===== config.mk =====
export PLATFORM = sky130hd
export DESIGN_NAME = fwd_hazard_unit
export DESIGN_NICKNAME = d
export VERILOG_FILES = /design/src/rtl/fwd_hazard_unit.sv
export SDC_FILE = /design/constraint.sdc
export NUM_CORES = 1
export LEC_CHECK = 0
export ABC_AREA = 0
export CORE_MARGIN = 2
export CORE_UTILIZATION = 34
export CTS_BUF_LIST = sky130_fd_sc_hd__clkbuf_16
export CTS_CLUSTER_DIAMETER = 60
export CTS_CLUSTER_SIZE = 40
export DETAILED_ROUTE_END_ITERATION = 8
export PLACE_DENSITY_LB_ADDON = 0.08
export SLEW_MARGIN = 20
export SYNTH_ARGS = -nofsm -noshare
export SYNTH_HDL_FRONTEND = slang
export SYNTH_SLANG_ARGS = --single-unit
export TNS_END_PERCENT = 10

===== constraint.sdc =====
create_clock -name clk -period 4.8 [get_ports clk]
set_input_delay 1.44 -clock clk [delete_from_list [all_inputs] [get_ports clk]]
set_output_delay 1.44 -clock clk [all_outputs]
set_load 0.1 [all_outputs]

===== src/rtl/fwd_hazard_unit.sv =====
module fwd_hazard_unit #(
  parameter int REG_W = 5
) (
  input  logic             clk,
  input  logic             rst_n,
  input  logic [REG_W-1:0] id_rs1,
  input  logic [REG_W-1:0] id_rs2,
  input  logic             id_use_rs1,
  input  logic             id_use_rs2,
  input  logic             id_is_branch,
  input  logic             id_br_taken,
  input  logic [REG_W-1:0] idex_rd,
  input  logic             idex_we,
  input  logic             idex_load,
  input  logic [REG_W-1:0] exmem_rd,
  input  logic             exmem_we,
  input  logic             exmem_load,
  output logic [1:0]       ex_sel_a,
  output logic [1:0]       ex_sel_b,
  output logic             br_fwd_a,
  output logic             br_fwd_b,
  output logic             hold_fetch,
  output logic             idex_bubble,
  output logic             if_flush
);

  localparam logic [1:0] SEL_RF  = 2'b00;
  localparam logic [1:0] SEL_EXM = 2'b01;
  localparam logic [1:0] SEL_MWB = 2'b10;

  logic live_a, live_b;
  logic a_near, b_near, a_far, b_far;
  logic load_use, br_wait, stall;
  logic [1:0] nxt_a, nxt_b;

  assign live_a = id_use_rs1 && (id_rs1 != '0);
  assign live_b = id_use_rs2 && (id_rs2 != '0);

  assign a_near = live_a && idex_we && (idex_rd == id_rs1);
  assign b_near = live_b && idex_we && (idex_rd == id_rs2);
  assign a_far  = live_a && exmem_we && (exmem_rd == id_rs1);
  assign b_far  = live_b && exmem_we && (exmem_rd == id_rs2);

  assign load_use = idex_load && (a_near || b_near);
  assign br_wait  = id_is_branch &&
                    (a_near || b_near || (exmem_load && (a_far || b_far)));
  assign stall    = load_use || br_wait;

  assign nxt_a = stall ? SEL_RF : a_near ? SEL_EXM : a_far ? SEL_MWB : SEL_RF;
  assign nxt_b = stall ? SEL_RF : b_near ? SEL_EXM : b_far ? SEL_MWB : SEL_RF;

  always_ff @(posedge clk) begin
    if (!rst_n) begin
      ex_sel_a <= SEL_RF;
      ex_sel_b <= SEL_RF;
    end else begin
      ex_sel_a <= nxt_a;
      ex_sel_b <= nxt_b;
    end
  end

  assign br_fwd_a    = id_is_branch && !stall && a_far;
  assign br_fwd_b    = id_is_branch && !stall && b_far;
  assign hold_fetch  = stall;
  assign idex_bubble = stall;
  assign if_flush    = id_is_branch && id_br_taken && !stall;

  a_r5_load_use_holds: assert property (@(posedge clk) disable iff (!rst_n)
    (idex_we && idex_load && id_use_rs1 && id_rs1 != '0 && id_rs1 == idex_rd)
      |-> (hold_fetch && idex_bubble));

  a_r6_bubble_clears_sel: assert property (@(posedge clk) disable iff (!rst_n)
    idex_bubble |=> (ex_sel_a == SEL_RF && ex_sel_b == SEL_RF));

  a_r4_zero_reg_from_file: assert property (@(posedge clk) disable iff (!rst_n)
    (id_rs1 == '0 && id_rs2 == '0) |=> (ex_sel_a == SEL_RF && ex_sel_b == SEL_RF));

  a_r10_sel_legal: assert property (@(posedge clk) disable iff (!rst_n)
    (ex_sel_a != 2'b11 && ex_sel_b != 2'b11));

  a_r9_flush_only_unstalled: assert property (@(posedge clk) disable iff (!rst_n)
    if_flush |-> (id_is_branch && id_br_taken && !hold_fetch));

  a_r8_brfwd_alu_only: assert property (@(posedge clk) disable iff (!rst_n)
    (br_fwd_a || br_fwd_b) |-> (exmem_we && !exmem_load && !hold_fetch));

endmodule


# == Word-level counts from Yosys, hierarchy flattened ==
# Cells that the tools add are included.
# totals
regBits,4
latchBits,0
ram_bits,0
rom_bits,0
in_bits,30
out_inout_bits,9
elab_cells,41
n_memories,0
# classes
n_addsub,0
multipliers,0
div,0
magnitude_cmp,0
eq_ne,4
n_shift,0
muxes,4
bitwise_logic,1
n_reduce_logical,28
# ops
cell,n
$eq A5 B5 Y1,4
$logic_and A1 B1 Y1,18
$reduce_bool A5 Y1,2
$reduce_or A3 Y1,2
$logic_or A1 B1 Y1,4
$mux W2,2
$mux W1,2
$reduce_or A2 Y1,1
$logic_not A1 Y1,1
$not A1 Y1,1

# == Depth between registers and ports, before layout ==
# Gate-level depths: netlist of the first run.
# logic_depth
ltp_word,12
mapped_depth,6
depth_no_buf,5

# == Worst setup path after synthesis of the first run ==
# OpenSTA, ideal clock, no wires.
# synth_path
kind,input to output
start,input idex_rd[1]
end,output idex_bubble
arrival_time_ps,4487
t_required_ps,3360
setup_slack_ps,-1127
stages,6
cell_sequence,xor2_1 -> nor4_1 -> nand4b_2 -> a21boi_1 -> a2bb2oi_1 -> buf_4
# synth_via
elab_chain_cells,6
word_cells_on_any_way,9
classes_between,2 x eq/ne; 7 x reduce/logical
# synth_lines
element,line,source
from (decl),12,"input logic [REG_W-1:0] idex_rd,"
"$eq A5 B5 Y1, on equally long branches","39, 40",
"$logic_and A1 B1 Y1, on equally long branches","39, 40",
$logic_or A1 B1 Y1 *,"44, 46",
$logic_or A1 B1 Y1,46,(a_near || b_near || (exmem_load && (a_far || b_far)));
$logic_and A1 B1 Y1,45,assign br_wait = id_is_branch &&
$logic_or A1 B1 Y1 *,47,assign stall = load_use || br_wait;
to (decl),23,"output logic idex_bubble,"
# Every way passes the cells marked *; elsewhere a longest branch is shown, timed or not.

# == Worst setup path in the final report of the first run ==
# layout_path
start,input id_rs1[3]
end,output br_fwd_b
# layout_via
elab_chain_cells,12
word_cells_on_any_way,18
classes_between,2 x eq/ne; 16 x reduce/logical
# layout_lines
element,line,source
from (decl),6,"input logic [REG_W-1:0] id_rs1,"
$reduce_bool A5 Y1,36,assign live_a = id_use_rs1 && (id_rs1 != '0);
$logic_and A1 B1 Y1,36,
$logic_and A1 B1 Y1 (2 in a row),41,assign a_far = live_a && exmem_we && (exmem_rd == id_rs1);
$logic_or A1 B1 Y1,46,
$logic_and A1 B1 Y1,46,
$logic_or A1 B1 Y1,46,
$logic_and A1 B1 Y1,45,
$logic_or A1 B1 Y1 *,47,
$logic_not A1 Y1 *,63,assign br_fwd_b = id_is_branch && !stall && b_far;
$logic_and A1 B1 Y1 * (2 in a row),63,
to (decl),21,"output logic br_fwd_b,"
# Marks and branches as above.

==> run metrics, run 1 <==
status completed; Final Critical Period 4.74 ns; ranking of synthesized cells by area xnor2_1, dfxtp_1, xor2_1, nand4b_2, nand4_1; Static Leak 0.494 nW; max cap viols 0; IO Pins 39; remaining antenna violation count 0; post-DP HPWL 1370 um; DRT iter0 DRCs 5; hold_ws 1.86 ns; detailed-route wire length 1790 um; first-pass GRT wire length 2750 um; Die H 41.6 um; Area Growth Syn to Fin 137%; final worst path period share 0.987; Die Footprint 1730 um2; Setup violations, final 0; DRC 0; maximum root-to-sink buffer count 2; CP Class in2out; Netlist cell types 20; Inst Count DP 119; worst path required time 3.36 ns; crit path capture type output pin; setup TNS 0 ns; port buffer count 38; f_max 211 MHz; routability cong. 0.861; Clock Sinks 4; vias in the first global route 653; Total Power 234 uW; fillcell total 75; total CTS buffers 3; via count 638; P per Cell Area 205 nW/um2; htree depth 1; GR Overflow Total 0; largest net degree at the start of global routing 7; #FFs+latches synth 4; die span in x 41.6 um; Least-Margin Pin Slew 0.963 ns; hold_buf cts 0; Mean Syn Cell Area 8.43 um2; yosys warns 0; Core ar. 1320 um2; Layout Cells excl Fill 123; DRT Pass-1 Iters 2; Hold Vio Cnt, Final 0; Initial Util 0.365; Max FO, Critical Path 4; fraction of layout cells with a size suffix above 1 0.278; CTS tree yes; Mapped Area 480 um2; Hold Path Class in2reg; Row Count 13; clk slew on worst S/H paths 0.03 ns; Via density 5.19; Max VDD drop 146 uV; Ant. Diodes 0; Mapped Cells 57; sequential share of the synthesized area 0.167; Post-Synthesis Net Count 87; Worst setup SP type input pin; Finished Cell Area 1140 um2; initial antenna violation count 0; placed cell area 1010 um2; final net count 140; Slew headroom 0.356; Final Slew Violations 0; biggest area consumer among synthesized cells xnor2_1; WL per Instance 14.5 um; overall routing resource usage 0.212; post-synth top area share 0.219; CTS root buffer clkbuf_16; WP data arrival 3.30 ns
[cell families (layout without fill, tap and decap cells)]
family                    after synthesis  after routing  synth area share
xor gates and xnor gates               20             20             0.365
AOI/OAI and AO/OA                       7              7            0.0859
buffers and inverters                   1             52            0.0156
DFF                                     4              4             0.167
and+or+nand+nor                        25             25             0.367
[worst paths after layout]
| check | slack [ns] | endpoint | from | cells past startpoint |
|---|---|---|---|---|
| worst max-delay path | 0.06 | br_fwd_b | id_rs1[3] | 7 |
| worst min-delay path | 1.86 | ex_sel_a[0]$_SDFF_PP0_ | idex_load | 2 |
[per-layer routing]
| layer | vias up | share of wire | global-route usage |
|---|---|---|---|
| li1 | 318 | - | - |
| met3 | 7 | 0.025 | 0.0435 |
| met2 | 22 | 0.50 | 0.359 |
| met1 | 291 | 0.44 | 0.234 |
| met4 | 0 | 0.031 | 0.148 |
| met5 | - | 0 | 0 |
[cell usage in the layout (no fill, tap or decap), drive strengths merged]
master and count:
and4b 2, o21ai 5, nor2b 2, a21boi 1
nand2b 1, or4 2, xnor2 12, nor3 4
dlygate4sd2 6, nand4 4, clkdlybuf4s50 21, and4 1
nand4b 2, nand2 2, buf 16, dlymetal6s2s 6
clkbuf 3, and2 1, nand3 2, nor4 2
a2bb2oi 1, xor2 8, dfxtp 4
[flip-flops by register name, indices dropped and copies added (netlist names)]
| signal | count |
|---|---|
| ex_sel_a | 2 |
| ex_sel_b | 2 |
[report_power, final]
group          switching [mW]  total, mW  internal, mW  leakage [nW]
clock network          0.0240      0.130         0.106        0.0370
registers           0.0000323     0.0337        0.0336        0.0322
logic                  0.0310     0.0697        0.0388         0.425
total                  0.0550      0.234         0.179         0.494
[synth_stat cells]
cell type and n:
a21boi_1 1, a2bb2oi_1 1, and2_4 1, and4_1 1
and4b_1 2, buf_4 1, dfxtp_1 4, nand2_1 2
nand2b_1 1, nand3_1 2, nand4_1 4, nand4b_2 2
nor2b_1 2, nor3_1 4, nor4_1 2, o21ai_0 1
o21ai_1 4, or4_1 2, xnor2_1 12, xor2_1 8
[worst max-delay path, cell delays in order]
cell and delay, ns:
clkdlybuf4s50_1 0.47, or4_1 0.44, o21ai_2 0.15, nand4b_2 0.19, and2_4 0.18, and4b_1 0.25
buf_12 0.19
[final cells by class]
| class | instances | area (um2) | share of cell area |
|---|---|---|---|
| Timing Repair Buffer | 49 | 520 | 0.456 |
| Multi-Input combinational cell | 52 | 447 | 0.391 |
| Sequential cell | 4 | 80.1 | 0.0702 |
| Clock buffer | 3 | 75.1 | 0.0658 |
| Tap cell | 15 | 18.8 | 0.0164 |
[timing repair]
item,4_1_cts,5_1_grt
setup endpoints to repair,5,4
gates cloned,0,0
resized for setup,11,9
pin swaps,0,6
buffers inserted,0,1
[metrics by stage]
step,setup WS (ns),utilization
final,0.0610,0.866
after detailed placement,-0.0978,0.770
after global placement,-0.0462,0.770
after CTS,-0.00123,0.838
after floorplan,-0.0287,-
after global routing,-0.00825,0.866
No activity file was read; power rests on OpenSTA's default activity.
==> inputs of run 2 (changes only) <==
--- a/config.mk
+++ b/config.mk
@@ -12,7 +12,7 @@
 export CTS_CLUSTER_DIAMETER = 60
 export CTS_CLUSTER_SIZE = 40
 export DETAILED_ROUTE_END_ITERATION = 8
-export PLACE_DENSITY_LB_ADDON = 0.08
+export PLACE_DENSITY = 0.83
 export SLEW_MARGIN = 20
 export SYNTH_ARGS = -nofsm -noshare
 export SYNTH_HDL_FRONTEND = slang
==> run metrics, run 2 (synthesized netlist as in run 1, its figures left out) <==
status finished, violations left; failing checks negative setup slack; Initial Util 0.365; Area Growth Syn to Fin 145%; IO Pins 39; Ant. Diodes 0; Total Power 240 uW; f_max 207 MHz; DRT iter0 DRCs 11; final worst path period share 1.00; CTS tree yes; Hold Path Class in2reg; Die H 41.6 um; worst setup margin -0.0236 ns; Hold EP ex_sel_b[0]$_SDFF_PP0_; vias in the first global route 716; Slew headroom 0.351; Max VDD drop 121 uV; first-pass GRT wire length 2910 um; htree depth 1; WP data arrival 3.38 ns; Row Count 13; most common cell after layout, fill and taps aside clkdlybuf4s50_1; Setup violations, final 2; Layout Cells excl Fill 124; hold_buf cts 0; Core ar. 1320 um2; clk slew on worst S/H paths 0.03 ns; Die Footprint 1730 um2; DRC 0; Inst Count DP 121; Least-Margin Pin Slew 0.970 ns; fillcell total 56; Final Slew Violations 0; CP Class in2out; port buffer count 38; final net count 141; Worst setup SP type input pin; Static Leak 0.515 nW; DRT Pass-1 Iters 4; maximum root-to-sink buffer count 2; CTS root buffer clkbuf_16; WL per Instance 17.1 um; Hold Vio Cnt, Final 0; initial antenna violation count 0; Final Critical Period 4.82 ns; via count 695; fraction of layout cells with a size suffix above 1 0.303; detailed-route wire length 2120 um; Clock Sinks 4; leading cell types in the layout, fill and taps excluded clkdlybuf4s50_1, xnor2_1, buf_4; largest net degree at the start of global routing 7; P per Cell Area 203 nW/um2; routability cong. 0.814; crit path capture type output pin; beginning of the critical path id_rs2[0]; Setup Fix Bufs, Post-CTS 0; max cap viols 0; die span in x 41.6 um; Worst Hold Path Cells 2; Max FO, Critical Path 3; total CTS buffers 3; hold path startpoint idex_load; largest registers ex_sel_a x2, ex_sel_b x2; worst path required time 3.36 ns; remaining antenna violation count 0; overall routing resource usage 0.217; GR Overflow Total 0; Via density 5.60
-- run 2: worst max path at each step --
stage,end,depth (start not counted)
6_report,idex_bubble,8
5_1_grt,hold_fetch,8
4_1_cts,idex_bubble,7
3_5_place_dp,br_fwd_b,7
3_3_place_gp,br_fwd_a,7
2_1_floorplan,if_flush,5
-- run 2: power breakdown --
part           switching (mW)  internal [mW]
logic                  0.0355         0.0424
registers           0.0000386         0.0336
clock network          0.0218          0.106
-- run 2: through the flow --
step	utilization	hold slack (ns)	setup slack [ns]	instance area [um2]	TNS [ns]
2_1_floorplan	-	1.52	-0.0287	502	-0.0287
3_3_place_gp	0.782	2.06	-0.0514	1030	-0.200
3_5_place_dp	0.782	2.05	-0.0742	1030	-0.343
4_1_cts	0.846	1.83	-0.0736	1110	-0.293
5_1_grt	0.894	1.87	-0.188	1180	-0.446
6_report	0.894	1.84	-0.0236	1180	-0.0470
-- run 2: worst max-delay path: stages --
cell and delay (ns):
clkdlybuf4s50_1 0.51, xnor2_1 0.27, nand4_1 0.16, nor3_1 0.29, o21ai_1 0.15, buf_4 0.16, a2bb2oi_4 0.19, buf_12 0.20
-- run 2: routing by layer --
layer | part of all wire | up-vias | track usage
met5 | 0 | - | 0
met2 | 0.57 | 49 | 0.431
met1 | 0.33 | 323 | 0.191
li1 | - | 315 | -
met3 | 0.069 | 8 | 0.0391
met4 | 0.033 | 0 | 0.142
-- run 2: final cells by class --
type | instances | area [um2] | share of cell area
clock buffer | 3 | 75.1 | 0.0638
multi-input combinational | 52 | 465 | 0.395
sequential | 4 | 80.1 | 0.0680
tap | 15 | 18.8 | 0.0159
timing repair buffer | 50 | 538 | 0.457
-- run 2: repair_timing --
item,CTS,global route
pin swaps,0,3
endpoints found under the setup margin,5,5
resized for setup,4,15
==> inputs of run 3 (changes only) <==
--- a/config.mk
+++ b/config.mk
@@ -12,6 +12,7 @@
 export CTS_CLUSTER_DIAMETER = 60
 export CTS_CLUSTER_SIZE = 40
 export DETAILED_ROUTE_END_ITERATION = 8
+export MAX_ROUTING_LAYER = met4
 export PLACE_DENSITY = 0.83
 export SLEW_MARGIN = 20
 export SYNTH_ARGS = -nofsm -noshare
==> run metrics, run 3 (synthesized netlist as in run 1, its figures left out) <==
CP Class in2out; f_max 207 MHz; Ant. Diodes 0; P per Cell Area 204 nW/um2; die span in x 41.6 um; beginning of the critical path id_rs2[0]; clk slew on worst S/H paths 0.03 ns; port buffer count 38; overall routing resource usage 0.223; IO Pins 39; WP data arrival 3.38 ns; Final Critical Period 4.82 ns; worst setup margin -0.0249 ns; routability cong. 0.826; final worst path period share 1.01; via count 692; hold_buf cts 0; Hold Vio Cnt, Final 0; Hold Path Class in2reg; detailed-route wire length 2120 um; Layout Cells excl Fill 124; crit path capture type output pin; Least-Margin Pin Slew 0.970 ns; fraction of layout cells with a size suffix above 1 0.303; Internal 182 uW; Setup violations, final 2; part of the power in combinational logic 0.325; Slew headroom 0.351; area occupied by multi-input gates 465 um2; met1 wire length 713 um; Inst Count DP 121; vias in the first global route 716; final net count 141; Final Slew Violations 0; Total Power 240 uW; first-pass GRT wire length 2910 um; Max FO, Critical Path 3; failing checks negative setup slack; Sw Share 0.239; WL per Instance 17.1 um; hold path startpoint idex_load; largest registers ex_sel_a x2, ex_sel_b x2; DRT iter0 DRCs 11; DRC 0; Row Count 13; Clk pwr share 0.534; DRT Pass-1 Iters 4; CTS tree yes; status finished, violations left; DR WL met2 1210 um; Clock Sinks 4; sequential power share 0.140; htree depth 1; Max VDD drop 121 uV; remaining antenna violation count 0; GR Overflow Total 0; Initial Util 0.365; leading cell types in the layout, fill and taps excluded clkdlybuf4s50_1, xnor2_1, buf_4; P_sw 57.3 uW; worst path required time 3.36 ns; Static Leak 0.515 nW; most common cell after layout, fill and taps aside clkdlybuf4s50_1; Top Layer Used met4; Via density 5.58; initial antenna violation count 0; fillcell total 56; total CTS buffers 3; max cap viols 0; met3 WL 140 um; Die Footprint 1730 um2; largest net degree at the start of global routing 7; Die H 41.6 um; Worst setup SP type input pin; CTS root buffer clkbuf_16; sequential standard cell area 80.1 um2; Core ar. 1320 um2; Area Growth Syn to Fin 145%; maximum root-to-sink buffer count 2
## run 3: routing by layer
layer | up-vias | global-route usage
met5 | - | -
met1 | 322 | 0.191
met4 | 0 | 0.142
li1 | 315 | -
met2 | 49 | 0.431
met3 | 6 | 0.0391
## run 3: power groups by stage
| stage | clock network [mW] | registers [mW] | logic [mW] |
|---|---|---|---|
| floorplan | 0 | 0.0350 | 0.0266 |
| global placement | 0 | 0.0341 | 0.0685 |
| detailed placement | 0 | 0.0341 | 0.0696 |
| CTS | 0.130 | 0.0337 | 0.0711 |
| global route | 0.132 | 0.0336 | 0.0815 |
| finish | 0.128 | 0.0337 | 0.0779 |
## run 3: critical path, cell delays in order
cell and delay (ns):
clkdlybuf4s50_1 0.51, xnor2_1 0.27, nand4_1 0.16, nor3_1 0.29, o21ai_1 0.15, buf_4 0.16, a2bb2oi_4 0.19, buf_12 0.20
## run 3: area by class of cell
cell class / instances / share of cell area
timing repair buffer: 50 / 0.457
multi-input combinational: 52 / 0.395
sequential: 4 / 0.0680
clock buffer: 3 / 0.0638
tap: 15 / 0.0159
## run 3: stage by stage
stage	hold slack [ns]	setup TNS [ns]	worst slack (ns)	area, um2	util
CTS	1.83	-0.293	-0.0736	1110	0.846
global route	1.87	-0.446	-0.188	1180	0.894
finish	1.84	-0.0496	-0.0249	1180	0.894
floorplan	1.52	-0.0287	-0.0287	502	-
detailed placement	2.05	-0.343	-0.0742	1030	0.782
global placement	2.06	-0.200	-0.0514	1030	0.782
## run 3: path summary, 6_finish.rpt
kind,end,cells after the start
worst min-delay path,ex_sel_b[0]$_SDFF_PP0_,2
worst max-delay path,idex_bubble,8
## run 3: repair_timing
item                                   4_1_cts  5_1_grt
pin swaps                                    0        3
buffers inserted                             0        0
setup endpoints to repair                    5        5
endpoints found under the hold margin        0        0
gates resized for setup                      4       15
